### src/rtl/mbx_pkg.sv
// Package mbx_pkg
// Shared types for the mailbox interrupt logic.
// Assumes: nothing beyond IEEE 1800-2017.
package mbx_pkg;
    // Requests one port's access can raise toward the interrupt flags.
    typedef struct packed {
        logic post_peer;  // valid write into the other port's mailbox
        logic fetch_own;  // valid read of this port's own mailbox
    } mbx_req_t;

    // Which of the two top addresses a port owns.
    localparam bit SLOT_BELOW_TOP = 1'b0;
    localparam bit SLOT_TOP       = 1'b1;
endpackage

### src/rtl/mbx_port_decode.sv
// Module mbx_port_decode
// Turns one port's access (enable, write strobe, address, busy) into
// mailbox requests. OWN_SLOT gives the low address bit of the mailbox
// owned by this port; the peer's mailbox uses the other value of that bit.
// Assumes: busy is already resolved by the arbiter for this cycle.
module mbx_port_decode
    import mbx_pkg::*;
#(
    parameter int ADDR_W   = 15,
    parameter bit OWN_SLOT = SLOT_TOP
) (
    input  logic              en_i,
    input  logic              we_i,
    input  logic [ADDR_W-1:0] addr_i,
    input  logic              busy_i,
    output mbx_req_t          req_o
);
    localparam logic [ADDR_W-1:0] OWN_ADDR  = {{(ADDR_W-1){1'b1}}, OWN_SLOT};
    localparam logic [ADDR_W-1:0] PEER_ADDR = {{(ADDR_W-1){1'b1}}, ~OWN_SLOT};

    logic live;

    // A port takes part in mailbox signalling only when enabled and not busy.
    always_comb begin
        live              = en_i && !busy_i;
        req_o.post_peer   = live && we_i  && (addr_i == PEER_ADDR);
        req_o.fetch_own   = live && !we_i && (addr_i == OWN_ADDR);
    end
endmodule

### src/rtl/mbx_irq_flag.sv
// Module mbx_irq_flag
// One pending-message flag with an active-low interrupt output.
// Set wins over clear in the same cycle.
// Assumes: synchronous active-low reset held for at least one edge.
module mbx_irq_flag (
    input  logic clk,
    input  logic rst_n,
    input  logic set_i,
    input  logic clr_i,
    output logic irq_n
);
    logic pending;

    // Update the pending flag: reset empties it, set wins, clear empties it.
    always_ff @(posedge clk) begin
        if (!rst_n)     pending <= 1'b0;
        else if (set_i) pending <= 1'b1;
        else if (clr_i) pending <= 1'b0;
    end

    // The output is the inverted flag.
    always_comb irq_n = !pending;

    AST_SET_WINS: assert property (@(posedge clk) disable iff (!rst_n)
        set_i |=> !irq_n);
    AST_CLEAR_TAKES: assert property (@(posedge clk) disable iff (!rst_n)
        (clr_i && !set_i) |=> irq_n);
    AST_HOLD_IDLE: assert property (@(posedge clk) disable iff (!rst_n)
        (!clr_i && !set_i) |=> $stable(irq_n));
endmodule

### src/rtl/mbx_irq_top.sv
// Module mbx_irq_top
// Interrupt logic for port-to-port messaging across a shared two-port
// memory. The top address is the right port's mailbox and the address one
// below it is the left port's mailbox. A write into the peer's mailbox
// raises the peer's interrupt. An owner read of its own mailbox clears it.
// Busy gates both actions.
// Assumes: accesses are single-cycle and sampled on the rising edge.
module mbx_irq_top
    import mbx_pkg::*;
#(
    parameter int ADDR_W = 15
) (
    input  logic              clk,
    input  logic              rst_n,
    input  logic              l_en,
    input  logic              l_we,
    input  logic [ADDR_W-1:0] l_addr,
    input  logic              l_busy,
    input  logic              r_en,
    input  logic              r_we,
    input  logic [ADDR_W-1:0] r_addr,
    input  logic              r_busy,
    output logic              l_irq_n,
    output logic              r_irq_n
);
    localparam int NPORT = 2;  // index 0 = left, 1 = right

    logic [NPORT-1:0]              en_v, we_v, busy_v, irq_v;
    logic [NPORT-1:0][ADDR_W-1:0]  addr_v;
    mbx_req_t [NPORT-1:0]          req_v;

    // Gather both ports into indexed vectors.
    always_comb begin
        en_v   = {r_en,   l_en};
        we_v   = {r_we,   l_we};
        busy_v = {r_busy, l_busy};
        addr_v = {r_addr, l_addr};
    end

    for (genvar g = 0; g < NPORT; g++) begin : g_port
        // Left owns the slot below the top; right owns the top slot.
        mbx_port_decode #(
            .ADDR_W   (ADDR_W),
            .OWN_SLOT ((g == 0) ? SLOT_BELOW_TOP : SLOT_TOP)
        ) i_dec (
            .en_i   (en_v[g]),
            .we_i   (we_v[g]),
            .addr_i (addr_v[g]),
            .busy_i (busy_v[g]),
            .req_o  (req_v[g])
        );

        // The peer posts into this port's flag; this port drains it.
        mbx_irq_flag i_flag (
            .clk   (clk),
            .rst_n (rst_n),
            .set_i (req_v[NPORT-1-g].post_peer),
            .clr_i (req_v[g].fetch_own),
            .irq_n (irq_v[g])
        );
    end

    // Drive the named outputs.
    always_comb begin
        l_irq_n = irq_v[0];
        r_irq_n = irq_v[1];
    end

    AST_BUSY_FREEZE: assert property (@(posedge clk) disable iff (!rst_n)
        (l_busy && r_busy) |=> $stable({l_irq_n, r_irq_n}));
    AST_NO_ACCESS: assert property (@(posedge clk) disable iff (!rst_n)
        (!l_en && !r_en) |=> $stable({l_irq_n, r_irq_n}));
endmodule

### config.mk
export PLATFORM = sky130hd
export DESIGN_NAME = mbx_irq_top
export DESIGN_NICKNAME = d
export VERILOG_FILES = /design/src/rtl/mbx_pkg.sv /design/src/rtl/mbx_port_decode.sv /design/src/rtl/mbx_irq_flag.sv /design/src/rtl/mbx_irq_top.sv
export SDC_FILE = /design/constraint.sdc
export NUM_CORES = 1
export LEC_CHECK = 0
export ABC_CLOCK_PERIOD_IN_PS = 1560
export CORE_AREA = 3 3 40 42
export CTS_BUF_LIST = sky130_fd_sc_hd__clkbuf_16
export CTS_CLUSTER_DIAMETER = 80
export DETAILED_ROUTE_END_ITERATION = 10
export DIE_AREA = 0 0 43 45
export GPL_TIMING_DRIVEN = 0
export SLEW_MARGIN = 20
export SYNTH_ARGS = -nofsm -noshare
export SYNTH_HDL_FRONTEND = slang
export SYNTH_SLANG_ARGS = --single-unit
### constraint.sdc
create_clock -name clk -period 1.56 [get_ports clk]
set_input_delay 0.234 -clock clk [delete_from_list [all_inputs] [get_ports clk]]
set_output_delay 0.234 -clock clk [all_outputs]
set_load 0.01 [all_outputs]
==> summary.txt, run 1 <==
Run status
  – Outcome: finished clean

Setup path
  – Destination of the worst register-to-register timing path: g_port[0].i_flag.pending$_SDFFE_PN0P_
  – Critical path peak fanout: 2
  – Worst setup SP type: primary input
  – Capturing element type of the critical path: flop
  – Register-to-Register Path Depth: 1
  – CP Data Arrival Time: 1.46 ns
  – Reg2Reg Setup Slack: 0.94 ns
  – Kind of critical path: primary input to flop
  – Data required time at the worst endpoint: 1.66 ns
  – Worst flop-to-flop path startpoint: g_port[0].i_flag.pending$_SDFFE_PN0P_

Min path
  – Count of cells along the worst hold path: 2
  – Kind of path behind the tightest hold check: flop to flop
  – Endpoint, Worst Hold: g_port[1].i_flag.pending$_SDFFE_PN0P_
  – Start point of the worst min-delay path: g_port[1].i_flag.pending$_SDFFE_PN0P_

Floorplanning
  – Top-level port count: 40
  – Standard-cell row count: 13
  – Horizontal die dimension: between 40 and 50 um
  – Core ar.: 0.00128 mm2
  – Die Outline Area: 0.00194 mm2
  – Die Ht: about 45 um
  – Initial cell density of the core: 13.2%

CTS
  – Number of CTS-inserted buffers: 3
  – Root buffer selected by CTS: sky130_fd_sc_hd__clkbuf_16
  – CTS H-tree lvls: 1
  – Count of buffers added by post-CTS timing repair for setup: 0
  – Clock slew at the register clock pins of the worst setup and hold paths: 0.03 ns
  – Worst-skew pair later-pin latency: 0.22 ns
  – Cts hold-fix bufs: 0
  – Clock net sink count: 2
  – CTS-repair resized insts: 0
  – Maximum root-to-sink buffer count: 2
  – TritonCTS clock tree: built

Final layout
  – ANT cells: 0
  – Most common library cell in the layout ignoring fill and taps: sky130_fd_sc_hd__clkdlybuf4s50_1
  – Area overhead of the layout relative to synthesis: 285%
  – Flip-flop count of the largest register, all copies and words added: 2
  – Register with the highest flop count: g_port.i_flag.pending
  – Nets@finish: approximately 110
  – Most used cells in the layout excluding fill and tap cells: sky130_fd_sc_hd__clkdlybuf4s50_1 (39), sky130_fd_sc_hd__nand4_1 (7), sky130_fd_sc_hd__nand2_1 (3), sky130_fd_sc_hd__clkbuf_16 (3)
  – Sequential cell area in the final layout: between 40 and 50 um2
  – Filler cell count: 130
  – Largest registers ranked by flip-flop count: g_port.i_flag.pending x2
  – Footprint of the multi-input gates: 123 um2
  – Final core area utilization: 50.9%
  – Proportion of layout cells with a drive suffix above 1: between 6 and 7%

Detailed routing
  – Wirelength per Cell: 10.4 um
  – # DRC: 0
  – Drt first-iter violations: 2
  – Number of search-and-repair iterations in the first detailed-routing pass: 2
  – Per-cell via count in the routed design: 4.54
  – Final antenna-violating net count: 0
  – Vias post-DR: 363
  – Routed Wire Length: about 830 um

GRT
  – First-pass GRT wire length: 1310 um
  – Pin count of the biggest net entering global routing: 5
  – Number of antenna violations at the first check in global routing: 0
  – Number of global-route vias before repair: 372
  – Total congestion overflow: 0
  – All-layer global routing usage: 8.96%

Logic synthesis
  – Post-synthesis instance total: 23
  – Total standard cell area after synthesis: 170 um2
  – Mean instance size in the synthesized netlist: between 7 and 8 um2
  – Count of synthesis-stage warnings from yosys: 0
  – Sequential element share of the synthesized area: 23.5%
  – Synth Register Bits: 2
  – Mapped Nets: around 60
  – Cell variety after synth: 11

STA
  – Max Fclk: between 700 and 800 MHz
  – Worst Slack Setup Final: 0.202 ns
  – Fin crit period: 1.36 ns
  – Setup violators final: 0
  – Tcrit/Tclk final: 87.1%
  – Worst slew pin tran: around 0.32 ns
  – Total count of hold-check failures in the final report: 0
  – Number of max-slew violations in the final report: 0
  – Slew margin rel.: 78.3%
  – Clk_skew: 0 ns
  – Setup repair after global routing missed its margin: false

Power
  – Net Sw Frac: 13.2%
  – Share of total power in sequential cells: 9.7%
  – Power per cell area: between 800 and 900 mW/mm2
  – Leakage: 0.231 nW
  – Net switching component of the power: 0.0701 mW
  – Comb pwr share: 18.9%
  – Cell Int Power: between 0.4 and 0.5 mW
  – Overall power of the completed layout: 0.531 mW
  – Clk network pwr share: between 70% and 80%
  – Max IR drop VDD: 0.000322 V

Flow run
  – Max Cap Viol: 0

Placed design
  – Last weighted congestion value of the routability-driven placer: ~0.69
  – Worst slack after detailed placement: -0.0630 ns
  – I/O Buffers: 39
-- synth_stat cells (all sizes together) --
| cell type | number | area [um2] |
|---|---|---|
| nand4 | 7 | 43.8 |
| nand2 | 3 | 11.3 |
| dfxtp | 2 | 40.0 |
| inv | 2 | 7.51 |
| nand4b | 2 | 17.5 |
| nor2 | 2 | 7.51 |
| nor4 | 2 | 18.8 |
| a32o | 1 | 10.0 |
| and3b | 1 | 8.76 |
| o21ai | 1 | 5.00 |
-- worst max path at each step --
stage                          start                                     to  slack, ns
after floorplan               l_busy  g_port[0].i_flag.pending$_SDFFE_PN0P_       0.46
after global placement     l_addr[3]  g_port[0].i_flag.pending$_SDFFE_PN0P_      -0.05
after detailed placement   l_addr[3]  g_port[0].i_flag.pending$_SDFFE_PN0P_      -0.06
after CTS                  l_addr[3]  g_port[0].i_flag.pending$_SDFFE_PN0P_       0.17
after global routing      r_addr[14]  g_port[1].i_flag.pending$_SDFFE_PN0P_       0.11
final                      l_addr[3]  g_port[0].i_flag.pending$_SDFFE_PN0P_       0.20
-- cell type report --
| cell class | count | area share [%] |
|---|---|---|
| Sequential cell | 2 | 6.12 |
| Inverter | 2 | 1.15 |
| Timing Repair Buffer | 39 | 59.7 |
| Clock buffer | 3 | 11.5 |
| Tap cell | 15 | 2.87 |
| Multi-Input combinational cell | 19 | 18.7 |
-- routing by layer --
| layer | track usage, % | wire, um | up-vias |
|---|---|---|---|
| met5 | 0 | 0 | - |
| met4 | 3.61 | 0 | 0 |
| met3 | 3.59 | 134 | 0 |
| met2 | 18.0 | 421 | 31 |
| met1 | 7.88 | 272 | 153 |
| li1 | - | - | 179 |
-- power by group through the flow --
| stage | Combinational [mW] | Clock, mW | Sequential [mW] |
|---|---|---|---|
| after floorplan | 0.00642 | 0 | 0.0522 |
| after global placement | 0.100 | 0 | 0.0522 |
| after detailed placement | 0.101 | 0 | 0.0522 |
| after CTS | 0.102 | 0.385 | 0.0516 |
| after global routing | 0.107 | 0.392 | 0.0516 |
| final | 0.100 | 0.379 | 0.0516 |
-- worst max-delay path, cell delays in order --
cell and delay, ns:
sky130_fd_sc_hd__clkdlybuf4s50_1 0.45, sky130_fd_sc_hd__nand4_1 0.11, sky130_fd_sc_hd__nor4_2 0.33, sky130_fd_sc_hd__nand2_1 0.08, sky130_fd_sc_hd__a32o_1 0.26
-- kinds of logic after synthesis --
kind of cell,Yosys count,synth area share [%]
buffers and inverters,2,4.41
flip-flops,2,23.5
AO/OA/AOI/OAI,2,8.82
AND/OR/NAND/NOR,17,63.2
-- per-stage QoR --
step / hold slack, ns / cells / area [um2] / setup TNS, ns
finish: 0.479 / 80 / 654 / 0
global route: 0.507 / 80 / 654 / 0
CTS: 0.486 / 80 / 654 / 0
detailed placement: 0.470 / 77 / 579 / -0.0711
global placement: 0.461 / 77 / 579 / -0.0559
floorplan: 0.377 / 23 / 170 / 0
No activity file was read; power rests on OpenSTA's default activity.
==> run 2: changes to the inputs <==
--- a/config.mk
+++ b/config.mk
@@ -12,7 +12,7 @@
 export DETAILED_ROUTE_END_ITERATION = 10
 export DIE_AREA = 0 0 43 45
 export GPL_TIMING_DRIVEN = 0
-export SLEW_MARGIN = 20
+export SLEW_MARGIN = 0
 export SYNTH_ARGS = -nofsm -noshare
 export SYNTH_HDL_FRONTEND = slang
 export SYNTH_SLANG_ARGS = --single-unit
==> results of run 2 <==
Final layout, timing and power as in run 1 (identical DEF).
==> run 3: changes to the inputs <==
--- a/config.mk
+++ b/config.mk
@@ -11,7 +11,6 @@
 export CTS_CLUSTER_DIAMETER = 80
 export DETAILED_ROUTE_END_ITERATION = 10
 export DIE_AREA = 0 0 43 45
-export GPL_TIMING_DRIVEN = 0
 export SLEW_MARGIN = 0
 export SYNTH_ARGS = -nofsm -noshare
 export SYNTH_HDL_FRONTEND = slang
==> run 3 against run 2 <==
Net effect:
- cell count is 1.3% higher
- sequential power about the same
- non-clock buffer count grew 1
- register-to-register slack worse by 0.03 ns
- flip-flop and latch count unchanged
- critical endpoint unchanged
- largest cell class unchanged
==> summary.txt, run 3 (same netlist as run 1, synthesis figures left out) <==
Run status
  – Outcome: finished clean

Final layout
  – Flip-flop count of the largest register, all copies and words added: 2
  – Most common library cell in the layout ignoring fill and taps: sky130_fd_sc_hd__clkdlybuf4s50_1
  – Final core area utilization: 51.5%
  – Post-Layout Inst Area: 662 um2
  – ANT cells: 0
  – Largest registers ranked by flip-flop count: g_port.i_flag.pending x2
  – Most used cells in the layout excluding fill and tap cells: sky130_fd_sc_hd__clkdlybuf4s50_1 (39), sky130_fd_sc_hd__nand4_1 (7), sky130_fd_sc_hd__nand2_1 (3), sky130_fd_sc_hd__clkbuf_16 (3)
  – Proportion of layout cells with a drive suffix above 1: about 7.6%
  – Filler-free cell count of the finished design: 81
  – Nets@finish: 106
  – Area overhead of the layout relative to synthesis: 289%
  – Register with the highest flop count: g_port.i_flag.pending

GRT
  – First-pass GRT wire length: 1420 um
  – Number of global-route vias before repair: around 360
  – Number of antenna violations at the first check in global routing: 0
  – All-layer global routing usage: roughly 10%
  – Total congestion overflow: 0
  – Pin count of the biggest net entering global routing: 5

STA
  – Tcrit/Tclk final: 87.1%
  – Clk_skew: 0 ns
  – Setup repair after global routing missed its margin: false
  – Number of max-slew violations in the final report: 0
  – Setup violators final: 0
  – TNS Setup: 0 ns
  – Hold slack: 0.472 ns
  – Slew margin rel.: 79.3%
  – Worst Slack Setup Final: 0.201 ns
  – Max Fclk: 736 MHz
  – Worst slew pin tran: 0.307 ns
  – Fin crit period: 1.36 ns
  – Total count of hold-check failures in the final report: 0

CTS
  – Count of buffers added by post-CTS timing repair for setup: 0
  – Clock net sink count: 2
  – Cts hold-fix bufs: 0
  – CTS H-tree lvls: 1
  – Root buffer selected by CTS: sky130_fd_sc_hd__clkbuf_16
  – Clock slew at the register clock pins of the worst setup and hold paths: 0.03 ns
  – Worst-skew pair later-pin latency: 0.22 ns
  – TritonCTS clock tree: built
  – Number of CTS-inserted buffers: 3
  – Maximum root-to-sink buffer count: 2
  – CTS-repair resized insts: 0

Detailed routing
  – Drt first-iter violations: 1
  – Routed Wire Length: 859 um
  – # DRC: 0
  – Vias post-DR: 365
  – Per-cell via count in the routed design: 4.51
  – Wirelength per Cell: between 10 and 15 um
  – Final antenna-violating net count: 0
  – Number of search-and-repair iterations in the first detailed-routing pass: 3

Flow run
  – Max Cap Viol: 0

Floorplanning
  – Top-level port count: 40
  – Standard-cell row count: 13
  – Initial cell density of the core: 13.2%
  – Horizontal die dimension: 43 um
  – Core ar.: 0.00128 mm2
  – Die Ht: 45 um
  – Die Outline Area: 0.00194 mm2

Setup path
  – Cells along the critical path: clkdlybuf4s50_1, nand4_1, nor4_2, nand2_1, a32o_1
  – Register-to-Register Path Depth: 1
  – Data required time at the worst endpoint: 1.66 ns
  – CP Data Arrival Time: around 1.5 ns
  – Kind of critical path: primary input to flop
  – Worst setup SP type: primary input
  – Critical Path Max Stage Delay: 0.45 ns
  – Cell type of the slowest stage on the worst timing path: sky130_fd_sc_hd__clkdlybuf4s50_1
  – Worst flop-to-flop path startpoint: g_port[0].i_flag.pending$_SDFFE_PN0P_
  – Critical path peak fanout: 2
  – Destination of the worst register-to-register timing path: g_port[0].i_flag.pending$_SDFFE_PN0P_
  – Reg2Reg Setup Slack: 0.91 ns
  – Capturing element type of the critical path: flop

Power
  – Leakage: 0.237 nW
  – Max IR drop VDD: 0.000425 V
  – Power per cell area: 802 mW/mm2
  – Overall power of the completed layout: 0.531 mW

Placed design
  – I/O Buffers: 39
  – Placed standard-cell area: ~590 um2
  – Final HPWL DP: around 740 um
  – Placed Cells incl. Taps: 78
  – Last weighted congestion value of the routability-driven placer: between 0.6 and 0.7
  – Worst slack after detailed placement: -0.0319 ns

Min path
  – Count of cells along the worst hold path: 2
  – Start point of the worst min-delay path: g_port[1].i_flag.pending$_SDFFE_PN0P_
  – Kind of path behind the tightest hold check: flop to flop
  – Endpoint, Worst Hold: g_port[1].i_flag.pending$_SDFFE_PN0P_
==> run 3: cell types whose count changed in the layout (fill, tap and decap cells not counted) <==
cell                    delta
sky130_fd_sc_hd__buf_4     +1
==> run 3: report_power, final <==
| group | switching, mW | internal, mW | total [mW] | leakage (nW) |
|---|---|---|---|---|
| registers | 0.000000226 | 0.0516 | 0.0516 | 0.0161 |
| clock network | 0.0529 | 0.326 | 0.379 | 0.0370 |
| logic | 0.0168 | 0.0839 | 0.101 | 0.183 |
| total | 0.0697 | 0.461 | 0.531 | 0.237 |
==> run 3: area by class of cell <==
cell class / instances / area, um2
multi-input cells: 19 / 123
well taps: 15 / 18.8
repair buffers: 40 / 398
fillers: 133 / 623
clock buffers: 3 / 75.1
inverters: 2 / 7.51
flip-flops and latches: 2 / 40.0
==> run 3: layer usage <==
layer	GRT usage, %	vias up	share of wire, %
li1	-	180	-
met1	10.5	157	35
met2	17.7	28	50
met3	3.59	0	15
met4	5.42	0	0
met5	0	-	0
==> run 3: worst max path at each step <==
stage              start                                     to  slack [ns]  depth (start not counted)
2_1_floorplan     l_busy  g_port[0].i_flag.pending$_SDFFE_PN0P_        0.46                          4
3_3_place_gp   l_addr[3]  g_port[0].i_flag.pending$_SDFFE_PN0P_       -0.03                          5
3_5_place_dp   l_addr[3]  g_port[0].i_flag.pending$_SDFFE_PN0P_       -0.03                          5
4_1_cts        l_addr[3]  g_port[0].i_flag.pending$_SDFFE_PN0P_        0.17                          5
5_1_grt        r_addr[8]  g_port[1].i_flag.pending$_SDFFE_PN0P_        0.08                          5
6_report       l_addr[3]  g_port[0].i_flag.pending$_SDFFE_PN0P_        0.20                          5
==> run 3: worst max-delay path: cells and delay by family <==
| family | cells | cell delay, ns |
|---|---|---|
| buf+inv | 1 | 0.45 |
| compound gates | 1 | 0.27 |
| simple gates | 3 | 0.51 |
